## config.mk

```make
export PLATFORM = sky130hd
export DESIGN_NAME = capture_timer
export DESIGN_NICKNAME = d
export VERILOG_FILES = /design/src/rtl/tc_pkg.sv /design/src/rtl/tc_timebase.sv /design/src/rtl/tc_capture_ch.sv /design/src/rtl/capture_timer.sv
export SDC_FILE = /design/constraint.sdc
export NUM_CORES = 1
export LEC_CHECK = 0
export BUFFER_PORTS_ARGS = -buffer_cell sky130_fd_sc_hd__clkbuf_2
export CAP_MARGIN = 20
export CORE_MARGIN = 2
export CORE_UTILIZATION = 46
export DETAILED_ROUTE_END_ITERATION = 8
export PLACE_DENSITY = 0.73
export SLEW_MARGIN = 20
export SYNTH_ARGS = -nofsm -noshare
export SYNTH_HDL_FRONTEND = slang
export SYNTH_SLANG_ARGS = --single-unit
export TNS_END_PERCENT = 100
```

## constraint.sdc

```tcl
create_clock -name clk -period 4.6 [get_ports clk]
set_input_delay 0.69 -clock clk [delete_from_list [all_inputs] [get_ports clk]]
set_output_delay 0.69 -clock clk [all_outputs]
set_load 0.01 [all_outputs]
```

## src/rtl/tc_pkg.sv

```systemverilog
`timescale 1ns/1ps
package tc_pkg;

   typedef enum logic [1:0] {
      EDGE_OFF  = 2'b00,
      EDGE_RISE = 2'b01,
      EDGE_FALL = 2'b10,
      EDGE_ANY  = 2'b11
   } edge_sel_e;

   function automatic logic edge_hit(edge_sel_e sel, logic rise, logic fall);
      return (rise && (sel == EDGE_RISE || sel == EDGE_ANY)) ||
             (fall && (sel == EDGE_FALL || sel == EDGE_ANY));
   endfunction

endpackage

```

## src/rtl/tc_timebase.sv

```systemverilog
`timescale 1ns/1ps
module tc_timebase #(
   parameter int unsigned CNT_W     = 16,
   parameter int unsigned SEL_W     = 3,
   parameter int unsigned NUM_RATES = 7
) (
   input  logic             clk,
   input  logic             rst_n,
   input  logic [SEL_W-1:0] rate_sel,
   output logic [CNT_W-1:0] count
);
   localparam int unsigned PRE_W = (NUM_RATES > 1) ? NUM_RATES - 1 : 1;

   logic             tick;
   logic [CNT_W-1:0] count_q;

   generate
      if (NUM_RATES < 1 || NUM_RATES > (1 << SEL_W)) begin : g_bad_rates
         $error("tc_timebase: NUM_RATES does not fit the selector");
      end
      if (CNT_W < 2) begin : g_bad_width
         $error("tc_timebase: CNT_W too small");
      end

      if (NUM_RATES == 1) begin : g_direct
         assign tick = (rate_sel == '0);
      end else begin : g_scaled
         logic [PRE_W-1:0] pre_q;

         function automatic logic [PRE_W-1:0] rate_mask(int k);
            return PRE_W'((1 << k) - 1);
         endfunction

         always_ff @(posedge clk or negedge rst_n) begin
            if (!rst_n) pre_q <= '0;
            else        pre_q <= pre_q + 1'b1;
         end

         always_comb begin
            tick = 1'b0;
            for (int k = 0; k < NUM_RATES; k++) begin
               if (rate_sel == SEL_W'(k))
                  tick = ((pre_q & rate_mask(k)) == rate_mask(k));
            end
         end
      end
   endgenerate

   always_ff @(posedge clk or negedge rst_n) begin
      if (!rst_n)    count_q <= '0;
      else if (tick) count_q <= count_q + 1'b1;
   end

   assign count = count_q;

   // a reserved selector freezes the count
   assert_stopped_R3: assert property (@(posedge clk) disable iff (!rst_n)
      (rate_sel >= NUM_RATES) |=> $stable(count_q));

   // the count moves by at most one step per bus cycle
   assert_single_step_R2: assert property (@(posedge clk) disable iff (!rst_n)
      (count_q == $past(count_q)) || (count_q == $past(count_q) + 1'b1));

endmodule

```

## src/rtl/tc_capture_ch.sv

```systemverilog
`timescale 1ns/1ps
module tc_capture_ch
   import tc_pkg::*;
#(
   parameter int unsigned DATA_W = 8
) (
   input  logic                clk,
   input  logic                rst_n,
   input  logic                pin,
   input  logic [2*DATA_W-1:0] count,
   input  logic                stat_wr,
   input  logic                stat_rd,
   input  logic                hi_rd,
   input  logic                lo_rd,
   input  logic [DATA_W-1:0]   wr_data,
   output logic [DATA_W-1:0]   stat_byte,
   output logic [DATA_W-1:0]   hi_byte,
   output logic [DATA_W-1:0]   lo_byte,
   output logic                irq
);
   localparam int unsigned CNT_W  = 2 * DATA_W;
   localparam int unsigned FLAG_B = DATA_W - 1;
   localparam int unsigned IE_B   = DATA_W - 2;

   generate
      if (DATA_W < 4) begin : g_bad_width
         $error("tc_capture_ch: DATA_W must leave room for flag, enable and edge field");
      end
   endgenerate

   logic              s1_q, s2_q;
   logic              rise, fall, hit, clr;
   edge_sel_e         esel_q;
   logic              ie_q, flag_q, armed_q, frozen_q;
   logic [CNT_W-1:0]  cap_q;
   logic [DATA_W-1:0] hold_q;
   logic              wr_unused;

   assign wr_unused = ^wr_data[DATA_W-3:2];

   // one sampling stage plus a history stage: two edges of latency
   always_ff @(posedge clk or negedge rst_n) begin
      if (!rst_n) begin
         s1_q <= 1'b0;
         s2_q <= 1'b0;
      end else begin
         s1_q <= pin;
         s2_q <= s1_q;
      end
   end

   assign rise = s1_q & ~s2_q;
   assign fall = ~s1_q & s2_q;
   assign hit  = edge_hit(esel_q, rise, fall);
   assign clr  = stat_wr && !wr_data[FLAG_B] && armed_q;

   always_ff @(posedge clk or negedge rst_n) begin
      if (!rst_n) begin
         esel_q  <= EDGE_OFF;
         ie_q    <= 1'b0;
         flag_q  <= 1'b0;
         armed_q <= 1'b0;
         cap_q   <= '0;
      end else begin
         if (stat_wr) begin
            esel_q <= edge_sel_e'(wr_data[1:0]);
            ie_q   <= wr_data[IE_B];
         end
         if (hit) begin
            cap_q  <= count;
            flag_q <= 1'b1;
         end else if (clr) begin
            flag_q <= 1'b0;
         end
         if (stat_wr && !wr_data[FLAG_B]) armed_q <= 1'b0;
         else if (stat_rd && flag_q)      armed_q <= 1'b1;
      end
   end

   always_ff @(posedge clk or negedge rst_n) begin
      if (!rst_n) begin
         frozen_q <= 1'b0;
         hold_q   <= '0;
      end else if (hi_rd) begin
         frozen_q <= 1'b1;
         hold_q   <= cap_q[DATA_W-1:0];
      end else if (lo_rd) begin
         frozen_q <= 1'b0;
      end
   end

   always_comb begin
      stat_byte         = '0;
      stat_byte[FLAG_B] = flag_q;
      stat_byte[IE_B]   = ie_q;
      stat_byte[1:0]    = esel_q;
   end

   assign hi_byte = cap_q[CNT_W-1:DATA_W];
   assign lo_byte = frozen_q ? hold_q : cap_q[DATA_W-1:0];
   assign irq     = flag_q & ie_q;

   // a new capture value always comes with a set flag
   assert_capture_flags_R7: assert property (@(posedge clk) disable iff (!rst_n)
      !$stable(cap_q) |-> flag_q);

   // a disabled channel never captures
   assert_disabled_quiet_R5: assert property (@(posedge clk) disable iff (!rst_n)
      (esel_q == EDGE_OFF) |=> $stable(cap_q));

   // the flag only falls after a read armed the clear
   assert_clear_armed_R9: assert property (@(posedge clk) disable iff (!rst_n)
      $fell(flag_q) |-> $past(armed_q));

   // a capture that meets a clear keeps the flag
   assert_capture_wins_R10: assert property (@(posedge clk) disable iff (!rst_n)
      (hit && clr) |=> flag_q);

   // the held low byte stays put until released
   assert_hold_stable_R11: assert property (@(posedge clk) disable iff (!rst_n)
      (frozen_q && !hi_rd) |=> $stable(hold_q));

endmodule

```

## src/rtl/capture_timer.sv

```systemverilog
`timescale 1ns/1ps
module capture_timer #(
   parameter  int unsigned NUM_CH    = 2,
   parameter  int unsigned DATA_W    = 8,
   parameter  int unsigned SEL_W     = 3,
   parameter  int unsigned NUM_RATES = 7,
   localparam int unsigned CNT_W     = 2 * DATA_W,
   localparam int unsigned NUM_REGS  = 1 + 3 * NUM_CH,
   localparam int unsigned ADDR_W    = $clog2(NUM_REGS)
) (
   input  logic              clk,
   input  logic              rst_n,
   input  logic [ADDR_W-1:0] bus_addr,
   input  logic              bus_wr,
   input  logic [DATA_W-1:0] bus_wdata,
   input  logic              bus_rd,
   output logic [DATA_W-1:0] bus_rdata,
   input  logic [NUM_CH-1:0] cap_pin,
   output logic [NUM_CH-1:0] irq
);
   generate
      if (NUM_CH < 1) begin : g_bad_ch
         $error("capture_timer: need at least one channel");
      end
      if (SEL_W > DATA_W) begin : g_bad_sel
         $error("capture_timer: selector wider than the data bus");
      end
   endgenerate

   logic [SEL_W-1:0]  sel_q;
   logic [CNT_W-1:0]  count;
   logic [DATA_W-1:0] stat_b [NUM_CH];
   logic [DATA_W-1:0] hi_b   [NUM_CH];
   logic [DATA_W-1:0] lo_b   [NUM_CH];
   logic              wdata_unused;

   assign wdata_unused = ^bus_wdata[DATA_W-1:SEL_W];

   always_ff @(posedge clk or negedge rst_n) begin
      if (!rst_n)                        sel_q <= '0;
      else if (bus_wr && bus_addr == '0) sel_q <= bus_wdata[SEL_W-1:0];
   end

   tc_timebase #(
      .CNT_W     (CNT_W),
      .SEL_W     (SEL_W),
      .NUM_RATES (NUM_RATES)
   ) u_timebase (
      .clk      (clk),
      .rst_n    (rst_n),
      .rate_sel (sel_q),
      .count    (count)
   );

   generate
      for (genvar ch = 0; ch < NUM_CH; ch++) begin : g_ch
         localparam int unsigned STAT_A = 1 + ch;
         localparam int unsigned HI_A   = 1 + NUM_CH + 2 * ch;
         localparam int unsigned LO_A   = HI_A + 1;

         tc_capture_ch #(
            .DATA_W (DATA_W)
         ) u_ch (
            .clk       (clk),
            .rst_n     (rst_n),
            .pin       (cap_pin[ch]),
            .count     (count),
            .stat_wr   (bus_wr && bus_addr == ADDR_W'(STAT_A)),
            .stat_rd   (bus_rd && bus_addr == ADDR_W'(STAT_A)),
            .hi_rd     (bus_rd && bus_addr == ADDR_W'(HI_A)),
            .lo_rd     (bus_rd && bus_addr == ADDR_W'(LO_A)),
            .wr_data   (bus_wdata),
            .stat_byte (stat_b[ch]),
            .hi_byte   (hi_b[ch]),
            .lo_byte   (lo_b[ch]),
            .irq       (irq[ch])
         );
      end
   endgenerate

   always_comb begin
      bus_rdata = '0;
      if (bus_addr == '0) bus_rdata = DATA_W'(sel_q);
      for (int c = 0; c < NUM_CH; c++) begin
         if (bus_addr == ADDR_W'(1 + c))              bus_rdata = stat_b[c];
         if (bus_addr == ADDR_W'(1 + NUM_CH + 2 * c)) bus_rdata = hi_b[c];
         if (bus_addr == ADDR_W'(2 + NUM_CH + 2 * c)) bus_rdata = lo_b[c];
      end
   end

endmodule

```

==> results of run 1 <==
[metrics by stage]
stage               power (mW)  setup slack (ns)
floorplan                1.400             2.203
global placement         1.515             1.685
detailed placement       1.544             1.654
CTS                      2.105             1.639
global route             2.205             1.485
finish                   2.079             1.638
[cell usage in the layout (no fill, tap or decap), drive strengths merged, types with 2 or more instances in the layout]
cell type,instances
nand3,10
nand2,9
a21oi,10
buf,3
and2,7
mux2,65
and3b,2
bufinv,2
nor2,7
a22o,4
xnor2,16
clkbuf,35
o311a,2
nor4b,2
a21o,2
a31oi,2
mux4,2
ha,4
a221oi,3
and4,6
mux2i,11
nand4,9
a22oi,2
nor2b,6
nand3b,6
o21ai,3
nand2b,2
nor3,3
dfrtp,89
and3,6
a211oi,2
o21a,2
inv,3
[synthesized netlist by cell type, types with 2 or more instances]
cell / n / area share (%)
a22o_1: 4 / 0.84
ha_1: 4 / 1.2
and3_1: 6 / 0.90
and3b_1: 2 / 0.42
o21ai_1: 2 / 0.24
nand2b_1: 2 / 0.30
buf_4: 2 / 0.36
nor2_1: 7 / 0.63
mux2i_1: 11 / 2.6
mux2_2: 52 / 14
nand3b_1: 6 / 1.1
a22oi_1: 2 / 0.36
o21a_1: 2 / 0.36
mux2_1: 13 / 3.5
a221oi_1: 3 / 0.63
nor3_1: 2 / 0.24
nand2_1: 9 / 0.81
o311a_1: 2 / 0.48
a21o_1: 2 / 0.36
xnor2_1: 16 / 3.4
and2_1: 7 / 1.1
a31oi_1: 2 / 0.30
mux4_2: 2 / 1.1
and4_1: 6 / 1.3
a21oi_1: 10 / 1.2
buf_2: 9 / 1.1
nor2b_1: 6 / 0.90
a211oi_1: 2 / 0.36
nor4b_1: 2 / 0.42
clkbuf_1: 4 / 0.36
dfrtp_1: 89 / 53
nand3_1: 9 / 1.1
nand4_1: 8 / 1.2
inv_1: 2 / 0.18
[routing by layer]
layer / GRT usage [%] / wire [um]
met1: 26.06 / 3975
met2: 27.23 / 3769
met3: 2.178 / 227
met4: 7.587 / 127
met5: 0 / 0
[worst paths after layout]
check,start,to,slack (ns),cells after the start
setup / recovery,bus_addr[1],bus_rdata[3],1.64,6
min in group clk,g_ch[0].u_ch.s1_q,g_ch[0].u_ch.s2_q,0.40,0
hold / removal,rst_n,g_ch[1].u_ch.ie_q,0.39,1
setup reg to reg,u_timebase.g_scaled.pre_q[0],u_timebase.count[15],2.13,6
hold reg to reg,g_ch[0].u_ch.s1_q,g_ch[0].u_ch.s2_q,0.40,0
max in group asynchronous,rst_n,u_timebase.count[10],3.67,1
[logic make-up after synthesis]
family / Yosys count / synth area share (%)
multiplexers: 78 / 21.28
adder cells (fa/ha/maj): 4 / 1.201
flip-flops: 89 / 53.42
buffers and inverters: 19 / 2.160
XOR/XNOR: 17 / 3.571
AND/OR/NAND/NOR: 76 / 11.52
AO/OA/AOI/OAI: 39 / 6.843
[worst register-to-register path, cell delays in order, from the launching register on]
cell	delay, ns
dfrtp_1	0.40
ha_1	0.23
ha_1	0.16
and3b_1	0.17
nor3_2	0.69
or4b_1	0.56
xnor2_1	0.15
[power by group through the flow]
stage / Combinational, mW / Clock, mW / Sequential [mW]
3_3_place_gp: 0.409 / 0 / 1.11
6_report: 0.418 / 0.557 / 1.10
4_1_cts: 0.426 / 0.576 / 1.10
2_1_floorplan: 0.348 / 0 / 1.05
5_1_grt: 0.470 / 0.606 / 1.13
3_5_place_dp: 0.424 / 0 / 1.12
[layout make-up]
cell class | instances | area share, %
clock buffers | 13 | 3.042
inverters | 3 | 0.2466
multi-input cells | 214 | 40.56
well taps | 108 | 2.960
clock inverters | 3 | 1.425
flip-flops and latches | 89 | 48.78
repair buffers | 25 | 2.987
[flip-flops by register name (all words and copies together) (netlist names)]
name,count
g_ch.u_ch.armed_q,2
g_ch.u_ch.cap_q,32
g_ch.u_ch.esel_q,4
g_ch.u_ch.flag_q,2
g_ch.u_ch.frozen_q,2
g_ch.u_ch.hold_q,16
g_ch.u_ch.ie_q,2
g_ch.u_ch.s1_q,2
g_ch.u_ch.s2_q,2
sel_q,3
u_timebase.count,16
u_timebase.g_scaled.pre_q,6
==> results.py, run 1 <==
metrics = {
    "status": {
        "outcome": "finished, final reports clean",
    },
    "pwr": {
        "leakagePower_nw": 2.077,
        "power_frac_clock_pct": 26.8,
        "netSwitchingPower_mw": 0.5896,
        "sw_frac_of_total_pct": 28.36,
        "seqPwrFrac_pct": 53.1,
        "power_density_nw_per_um2": 455.3,
        "p_comb_share_pct": 20.1,
        "ir_drop_v": 0.0001620,
        "p_int_mw": 1.489,
    },
    "final_layout": {
        "area_growth_pct": 9.514,
        "layout-drive-gt1-share_pct": 27.67,
        "regArea_sq_um": 2227,
        "num_antenna_cells": 0,
        "final_cell_count_no_fill": 455,
        "fillers": 768,
        "post-route-util_pct": 52.10,
        "multi_input_area_sq_um": 1852,
        "layout.nets": 363,
        "stdcell_area_sq_um": 4566,
    },
    "global_route": {
        "grt_start_max_net_pins": 90,
        "track_usage_pct": 17.90,
        "antenna_found_initial": 0,
        "grt_pass1_vias": 2688,
        "grt_pass1_wl_um": 13700,
        "gr-total-overflow": 0,
    },
    "yosys": {
        "seq_area_frac_synth_pct": 53.42,
        "yosys_warnings": 0,
        "synth.avg_cell_area_sq_um": 12.95,
        "synth_cell_types": 49,
        "synthCells": 322,
        "synth_area_sq_um": 4169,
        "synth_nets": 343,
        "ys.flop_type": "dfrtp_1",
        "ys_async_sr_fraction_pct": 100.0,
        "synth_edf_count": 0,
        "ys_seq_elements": 89,
    },
    "timing": {
        "fmax_mhz": 337.6,
        "fin_setup_tns_ns": 0,
        "rsz0062_at_grt": "no",
        "hold_ws_ns": 0.3902,
        "report.final.hold_viol_count": 0,
        "setup_violations": 0,
        "skew_ns": 0.008942,
        "min_period_ns": 2.962,
        "relSlewSlack_pct": 36.53,
        "period_share_pct": 64.39,
        "worstMarginPinSlew_ns": 0.9505,
        "drv_slew": 0,
    },
    "placement": {
        "portBuffers": 23,
        "placedInstanceArea_sq_um": 4358,
        "dpl.hpwl_um": 5514,
        "dp_cells": 439,
        "place_congestion": 0.7603,
    },
    "detailed_routing": {
        "drt_first_iter_violations": 64,
        "dr.pass1.iters": 4,
        "drc": 0,
        "viasPerCell": 5.767,
        "via_count": 2624,
        "wl_um": 8100,
        "routedWlPerCell_um": 17.80,
        "drtAntennaViolNets": 0,
    },
    "floorplan": {
        "initial_core_util_pct": 47.57,
        "ios": 27,
        "die_area_sq_um": 9841,
        "fp.dieW_um": 99.20,
        "fp-row-count": 34,
        "coreArea_sq_um": 8763,
        "die_height_um": 99.20,
    },
    "worst_setup_path": {
        "crit_chain": "clkbuf_2 > nor2b_1 > a22o_1 > a221oi_1 > a21oi_1 > clkbuf_2",
        "critPathMaxStageDelay_ns": 0.57,
        "cp-end-kind": "output port",
        "crit_family": "simple AND/OR/NAND/NOR gates",
        "crit_fanout": 18,
        "slowest_stage": "nor2b_1",
        "crit_top_cell": "clkbuf_2",
        "worstPathRequired_ns": 3.91,
        "arrival_ns": 2.27,
        "path_class": "input port to output port",
        "cp-start-kind": "input port",
        "cp_num_buf_inv": 2,
    },
    "cts": {
        "cts_resized": 0,
        "htreeDepth": 3,
        "postCtsSetupBuffers": 0,
        "cts_root_buf": "clkbuf_8",
        "clock_latency_ns": 0.35,
        "cts.clk_slew.worst_paths_ns": 0.08,
        "clockBufferDepth": 2,
        "numCtsBuffers": 9,
        "postCtsHoldBufs": 0,
        "cts_tree": "done",
        "clock_sink_count": 89,
    },
    "hold_path": {
        "hp-class": "input port to asynchronous set/reset pin",
    },
    "job": {
        "maxCapViolations": 0,
    },
}
Note: power is estimated with default switching activity, not from simulation.
==> run 2: changes to the inputs <==
--- a/config.mk
+++ b/config.mk
@@ -5,12 +5,13 @@
 export SDC_FILE = /design/constraint.sdc
 export NUM_CORES = 1
 export LEC_CHECK = 0
+export ABC_AREA = 1
 export BUFFER_PORTS_ARGS = -buffer_cell sky130_fd_sc_hd__clkbuf_2
 export CAP_MARGIN = 20
 export CORE_MARGIN = 2
 export CORE_UTILIZATION = 46
 export DETAILED_ROUTE_END_ITERATION = 8
-export PLACE_DENSITY = 0.73
+export PLACE_DENSITY = 0.76
 export SLEW_MARGIN = 20
 export SYNTH_ARGS = -nofsm -noshare
 export SYNTH_HDL_FRONTEND = slang
==> constraint.sdc (replaced) <==
create_clock -name clk -period 2.42 [get_ports clk]
set_input_delay 0.363 -clock clk [delete_from_list [all_inputs] [get_ports clk]]
set_output_delay 0.363 -clock clk [all_outputs]
set_load 0.01 [all_outputs]
==> run 2 against run 1 <==
Effect of this change:
- critical path depth unchanged
- utilization shrank 0.16 points
- register-to-register slack worse by 1.5 ns
- clock-buffer cell count fell by 2
- highest routed layer unchanged
- final cell count up 55%
- first-iteration DRC count rose to 2.9 times the previous value
- setup slack lost 1.3 ns
- final area up 5.1%
==> results.py, run 2 <==
metrics = {
    "detailed_routing": {
        "via_count": 3579,
        "dr.pass1.iters": 5,
        "drc": 0,
        "drt_first_iter_violations": 183,
        "viasPerCell": 5.062,
        "wl_um": 9419,
        "routedWlPerCell_um": 13.32,
        "drtAntennaViolNets": 0,
    },
    "yosys": {
        "synth_cell_types": 28,
        "synth_area_sq_um": 4365,
        "synth_nets": 569,
        "synth_fa_ha_area_share_pct": 1.146,
        "seq_area_frac_synth_pct": 51.02,
        "ys_seq_elements": 89,
        "yosys_warnings": 0,
        "yosys-top-cells-area": "dfrtp_1 51%, nand2_1 18%, o21ai_0 7.0%",
        "synthTopCellsByCount": "213 x nand2_1, 89 x dfrtp_1, 61 x o21ai_0, 54 x inv_1, 27 x nor2_1",
        "ys.flop_type": "dfrtp_1",
        "synth_edf_count": 0,
        "synth_top_area_share_pct": 51.02,
        "yosysTopAreaCell": "dfrtp_1",
        "synth.avg_cell_area_sq_um": 7.966,
        "yosysMostFrequentCell": "nand2_1",
        "ys_async_sr_fraction_pct": 100.0,
        "synthCells": 548,
        "synth_compound_area_share_pct": 11.58,
        "synthSimpleGateAreaFrac_pct": 26.83,
        "synth_mux_area_share_pct": 0.2580,
        "synth_top_family_by_area": "simple AND/OR/NAND/NOR gates",
        "yosys.area_share.xor_xnor_pct": 1.806,
    },
    "pwr": {
        "leakagePower_nw": 2.338,
        "fin_total_pwr_mw": 3.740,
        "power_density_nw_per_um2": 779.3,
        "ir_drop_v": 0.0003348,
    },
    "final_layout": {
        "layout_commonest_cell": "nand2_1",
        "regMostFlops": "g_ch.u_ch.cap_q",
        "layout-drive-gt1-share_pct": 11.76,
        "area_growth_pct": 9.945,
        "fillers": 878,
        "stdcell_area_sq_um": 4800,
        "num_antenna_cells": 0,
        "largest_reg_flops": 32,
        "post-route-util_pct": 51.94,
        "final_cell_count_no_fill": 707,
        "layout.nets": 594,
        "layout_common_cells": "213 x nand2_1, 89 x dfrtp_1, 61 x o21ai_0, 54 x inv_1, 27 x nor2_1",
    },
    "cts": {
        "clock_sink_count": 89,
        "clockBufferDepth": 2,
        "cts.clk_slew.worst_paths_ns": 0.08,
        "cts_tree": "done",
        "numCtsBuffers": 9,
        "cts_root_buf": "clkbuf_8",
        "htreeDepth": 3,
        "clock_latency_ns": 0.37,
        "postCtsSetupBuffers": 0,
    },
    "floorplan": {
        "ios": 27,
        "initial_core_util_pct": 47.24,
        "die_height_um": 101.4,
        "die_area_sq_um": 10290,
        "fp.dieW_um": 101.4,
        "coreArea_sq_um": 9240,
        "fp-row-count": 35,
    },
    "placement": {
        "place_congestion": 0.8311,
        "dp_cells": 690,
        "dpl.hpwl_um": 6986,
        "placedInstanceArea_sq_um": 4593,
        "dp_slack_ns": 0.4853,
        "portBuffers": 23,
    },
    "worst_setup_path": {
        "cp_num_buf_inv": 2,
        "crit_family": "flip-flops",
        "crit_top_cell": "nand2_1",
        "rr_worst_depth": 10,
        "crit_fanout": 11,
        "cp-end-kind": "output port",
        "arrival_ns": 1.76,
        "crit_chain": "inv_1 > o211ai_1 > nand3_1 > nand2_1 > nand2_1 > clkbuf_2",
        "worstPathRequired_ns": 2.06,
        "critPathMaxStageDelay_ns": 0.58,
        "cp-start-kind": "register",
        "cp.depth": 6,
        "path_class": "register to output port",
        "slowest_stage": "dfrtp_1",
    },
    "timing": {
        "relSlewSlack_pct": 45.34,
        "hold_ws_ns": 0.09365,
        "min_period_ns": 2.125,
        "report.final.hold_viol_count": 0,
        "worstMarginPinSlew_ns": 0.8198,
        "setup_violations": 0,
        "period_share_pct": 87.81,
        "skew_ns": 0.006224,
        "rsz0062_at_grt": "no",
        "fin_setup_tns_ns": 0,
        "drv_slew": 0,
        "fmax_mhz": 470.6,
        "fin_ws_ns": 0.2950,
    },
    "global_route": {
        "track_usage_pct": 20.27,
        "grt_pass1_vias": 3441,
        "antenna_found_initial": 0,
        "grt_start_max_net_pins": 37,
        "grt_pass1_wl_um": 16240,
        "gr-total-overflow": 0,
    },
    "hold_path": {
        "hold_depth": 1,
        "hp-class": "input port to register",
    },
    "status": {
        "outcome": "finished, final reports clean",
    },
    "job": {
        "maxCapViolations": 0,
    },
}
[run 2: cell count changes after synthesis, moves of 11 or more]
cell     change
inv_1       +52
mux2_1      -13
mux2_2      -51
mux2i_1     -11
nand2_1    +204
nand3_1     +13
nor2_1      +20
o21ai_0     +60
xnor2_1     -15
[run 2: cells by family after synthesis]
group	count (synthesis)
compound gates	90
flops	89
simple gates	283
xor+xnor	9
buf+inv	72
mux	1
fa+ha+maj	4
[run 2: path summary, 6_finish.rpt]
| check | end | startpoint | slack [ns] |
|---|---|---|---|
| max | bus_rdata[0] | g_ch[0].u_ch.frozen_q | 0.30 |
| min | g_ch[1].u_ch.s1_q | cap_pin[1] | 0.09 |
| max reg2reg | u_timebase.count[4] | u_timebase.g_scaled.pre_q[0] | 0.63 |
| min reg2reg | g_ch[1].u_ch.s2_q | g_ch[1].u_ch.s1_q | 0.45 |
| max in group asynchronous | g_ch[0].u_ch.armed_q | rst_n | 1.33 |
| min in group asynchronous | u_timebase.g_scaled.pre_q[3] | rst_n | 0.47 |
[run 2: power breakdown]
group / internal, mW / switching, mW / leakage (nW)
Sequential: 1.73 / 0.225 / 1.16
Clock: 0.502 / 0.527 / 0.0953
Combinational: 0.267 / 0.490 / 1.08
Total: 2.50 / 1.24 / 2.34
[run 2: cell type report]
type,instances,area [sq um],share of cell area (%)
inverters,56,210.2,4.380
clock inverters,5,55.05,1.147
multi-input cells,387,1832,38.16
clock buffers,11,141.4,2.946
well taps,129,161.4,3.363
flip-flops and latches,89,2227,46.40
repair buffers,30,172.7,3.598
[run 2: metal layers]
layer / routed length (um) / share of wire [%] / vias to the layer above / global-route usage (%)
met3: 310 / 3.3 / 13 / 2.484
met2: 4675 / 50 / 68 / 34.39
met5: 0 / 0 / - / 0
met1: 4267 / 45 / 1715 / 26.51
met4: 166 / 1.8 / 0 / 8.108
li1: - / - / 1783 / -
[run 2: what timing repair did]
item,4_1_cts,5_1_grt
gates resized for setup,0,0
endpoints found under the hold margin,32,0
hold buffers,1,0
[run 2: worst reg2reg max path: cells and delay by family, from the launching register on]
kind / cells / cell delay, ns
buffers and inverters: 2 / 0.16
DFF: 1 / 0.38
AOI/OAI and AO/OA: 1 / 0.42
adders and majority gates: 2 / 0.32
and+or+nand+nor: 5 / 0.46
==> run 3: changes to the inputs <==
--- a/config.mk
+++ b/config.mk
@@ -10,6 +10,7 @@
 export CAP_MARGIN = 20
 export CORE_MARGIN = 2
 export CORE_UTILIZATION = 46
+export CTS_BUF_LIST = sky130_fd_sc_hd__clkbuf_4 sky130_fd_sc_hd__clkbuf_8
 export DETAILED_ROUTE_END_ITERATION = 8
 export PLACE_DENSITY = 0.76
 export SLEW_MARGIN = 20
==> constraint.sdc (replaced) <==
create_clock -name clk -period 2.42 [get_ports clk]
set_input_delay 0 -clock clk [delete_from_list [all_inputs] [get_ports clk]]
set_output_delay 0 -clock clk [all_outputs]
set_load 0.01 [all_outputs]
==> run 3 against run 2 <==
Effect of this change:
- final cell count grew 0.42%
- via count rose by 1.3%
- wire length up 1.1%
- flip-flop and latch count unchanged
- clock-buffer cell count grew 1
- clock power is 15% higher
- setup slack better by 0.33 ns
- sequential share of layout area decreased by 0.90 points
- largest power group unchanged
- non-clock buffer count is 3 higher
- register-to-register slack barely moved
==> results.py, run 3 (same netlist as run 2, synthesis figures left out) <==
metrics = {
    "status": {
        "outcome": "finished, final reports clean",
    },
    "worst_setup_path": {
        "path_class": "register to output port",
        "critPathMaxStageDelay_ns": 0.61,
        "cp-start-kind": "register",
        "arrival_ns": 1.79,
        "crit_chain": "inv_1 > o21ai_0 > nand2_1 > nand2_1 > nand3_1 > clkbuf_2",
        "rr_worst_depth": 10,
        "cp-end-kind": "output port",
        "crit_top_cell": "nand2_1",
        "crit_fanout": 11,
        "r2r_slack_ns": 0.63,
        "slowest_stage": "dfrtp_1",
        "worstPathRequired_ns": 2.42,
        "reg2reg_from": "u_timebase.g_scaled.pre_q[0]",
        "reg2reg_to": "u_timebase.count[0]",
    },
    "floorplan": {
        "fp-row-count": 35,
        "ios": 27,
        "fp.dieW_um": 101.4,
        "die_height_um": 101.4,
        "coreArea_sq_um": 9240,
        "initial_core_util_pct": 47.24,
        "die_area_sq_um": 10290,
    },
    "timing": {
        "rsz0062_at_grt": "no",
        "period_share_pct": 74.13,
        "worstMarginPinSlew_ns": 1.004,
        "min_period_ns": 1.794,
        "fmax_mhz": 557.4,
        "report.final.hold_viol_count": 0,
        "setup_violations": 0,
        "fin_ws_ns": 0.6261,
        "relSlewSlack_pct": 33.08,
        "fin_setup_tns_ns": 0,
        "hold_ws_ns": 0.01583,
        "skew_ns": 0.01174,
        "drv_slew": 0,
    },
    "detailed_routing": {
        "drc": 0,
        "drtAntennaViolNets": 0,
        "wl_um": 9524,
        "drt_first_iter_violations": 157,
        "routedWlPerCell_um": 13.41,
        "dr.pass1.iters": 4,
        "via_count": 3627,
        "viasPerCell": 5.108,
    },
    "placement": {
        "dpl.hpwl_um": 6643,
        "place_congestion": 0.8379,
        "dp_slack_ns": 0.6487,
        "portBuffers": 23,
    },
    "hold_path": {
        "worstHoldStart": "bus_wdata[7]",
        "hold_depth": 4,
        "min_to": "g_ch[0].u_ch.armed_q",
        "hp-class": "input port to register",
    },
    "global_route": {
        "track_usage_pct": 19.80,
        "grt_pass1_wl_um": 16120,
        "antenna_found_initial": 0,
        "grtUsageMet2_pct": 33.37,
        "gr-total-overflow": 0,
        "busiest_layer": "met2",
        "grt_start_max_net_pins": 50,
        "grt_pass1_vias": 3485,
        "grtUsageMet3_pct": 3.382,
        "gr-usage-met1_pct": 26.37,
    },
    "cts": {
        "cts_resized": 0,
        "htreeDepth": 3,
        "clockBufferDepth": 2,
        "cts_tree": "done",
        "postCtsHoldBufs": 8,
        "cts.clk_slew.worst_paths_ns": 0.09,
        "clock_sink_count": 89,
        "cts_root_buf": "clkbuf_8",
        "numCtsBuffers": 9,
        "clock_latency_ns": 0.35,
        "postCtsSetupBuffers": 0,
    },
    "final_layout": {
        "layout-drive-gt1-share_pct": 11.19,
        "area_growth_pct": 12.12,
        "largest_reg_flops": 32,
        "fillers": 854,
        "regMostFlops": "g_ch.u_ch.cap_q",
        "multi_input_area_sq_um": 1832,
        "num_antenna_cells": 0,
        "regArea_sq_um": 2227,
        "layout_commonest_cell": "nand2_1",
        "layout_common_cells": "213 x nand2_1, 89 x dfrtp_1, 61 x o21ai_0, 54 x inv_1, 27 x nor2_1",
        "layout.nets": 597,
    },
    "pwr": {
        "ir_drop_v": 0.0003737,
        "power_density_nw_per_um2": 797.3,
        "leakagePower_nw": 2.380,
    },
    "job": {
        "maxCapViolations": 0,
    },
}
-- run 3: cell count changes in the layout (fill, tap and decap cells not counted) --
cell,before,now
bufinv_16,1,2
clkbuf_8,10,12
buf_4,7,2
buf_12,0,1
dlygate4sd3_1,1,8
clkbuf_1,1,0
clkinv_4,0,1
clkinv_2,2,1
clkinvlp_4,2,0
-- run 3: cell type report --
type,instances,area share [%]
clock buffers,12,3.374
multi-input cells,387,37.42
clock inverters,4,1.508
flip-flops and latches,89,45.50
repair buffers,33,4.601
well taps,129,3.298
inverters,56,4.294
-- run 3: metrics by stage --
| step | std cells | instance area [sq um] | util (%) | total power [mW] |
|---|---|---|---|---|
| global placement | 686 | 4568 | 49.44 | 2.684 |
| floorplan | 548 | 4365 | - | 2.518 |
| detailed placement | 686 | 4576 | 49.52 | 2.734 |
| finish | 710 | 4895 | 52.97 | 3.902 |
| global route | 710 | 4895 | 52.97 | 4.131 |
| CTS | 710 | 4895 | 52.97 | 3.924 |
-- run 3: worst max-delay path by stage --
stage / slack (ns) / depth (start not counted) / startpoint / endpoint
after CTS: 0.63 / 6 / g_ch[1].u_ch.esel_q[1] / g_ch[1].u_ch.cap_q[4]
after global placement: 0.68 / 4 / g_ch[0].u_ch.esel_q[1] / g_ch[0].u_ch.cap_q[5]
after floorplan: 0.86 / 12 / u_timebase.g_scaled.pre_q[0] / u_timebase.count[0]
after detailed placement: 0.65 / 6 / g_ch[1].u_ch.esel_q[1] / g_ch[1].u_ch.cap_q[4]
final: 0.63 / 6 / g_ch[0].u_ch.frozen_q / bus_rdata[2]
after global routing: 0.45 / 10 / u_timebase.g_scaled.pre_q[0] / u_timebase.count[11]
-- run 3: per-layer routing --
| metal | up-vias | wire length [um] |
|---|---|---|
| li1 | 1792 | - |
| met1 | 1731 | 4309 |
| met2 | 93 | 4711 |
| met3 | 11 | 382 |
| met4 | 0 | 121 |
| met5 | - | 0 |
-- run 3: where the power goes --
group,internal [mW],leakage (nW),switching (mW),total [mW]
clock,0.667,0.123,0.517,1.18
sequential,1.73,1.16,0.226,1.96
combinational,0.273,1.10,0.490,0.763
-- run 3: worst max-delay path: cells and delay by family (launching register included) --
| family | cells | cell delay (ns) |
|---|---|---|
| compound gates | 1 | 0.21 |
| flops | 1 | 0.61 |
| buf+inv | 2 | 0.38 |
| simple gates | 3 | 0.24 |
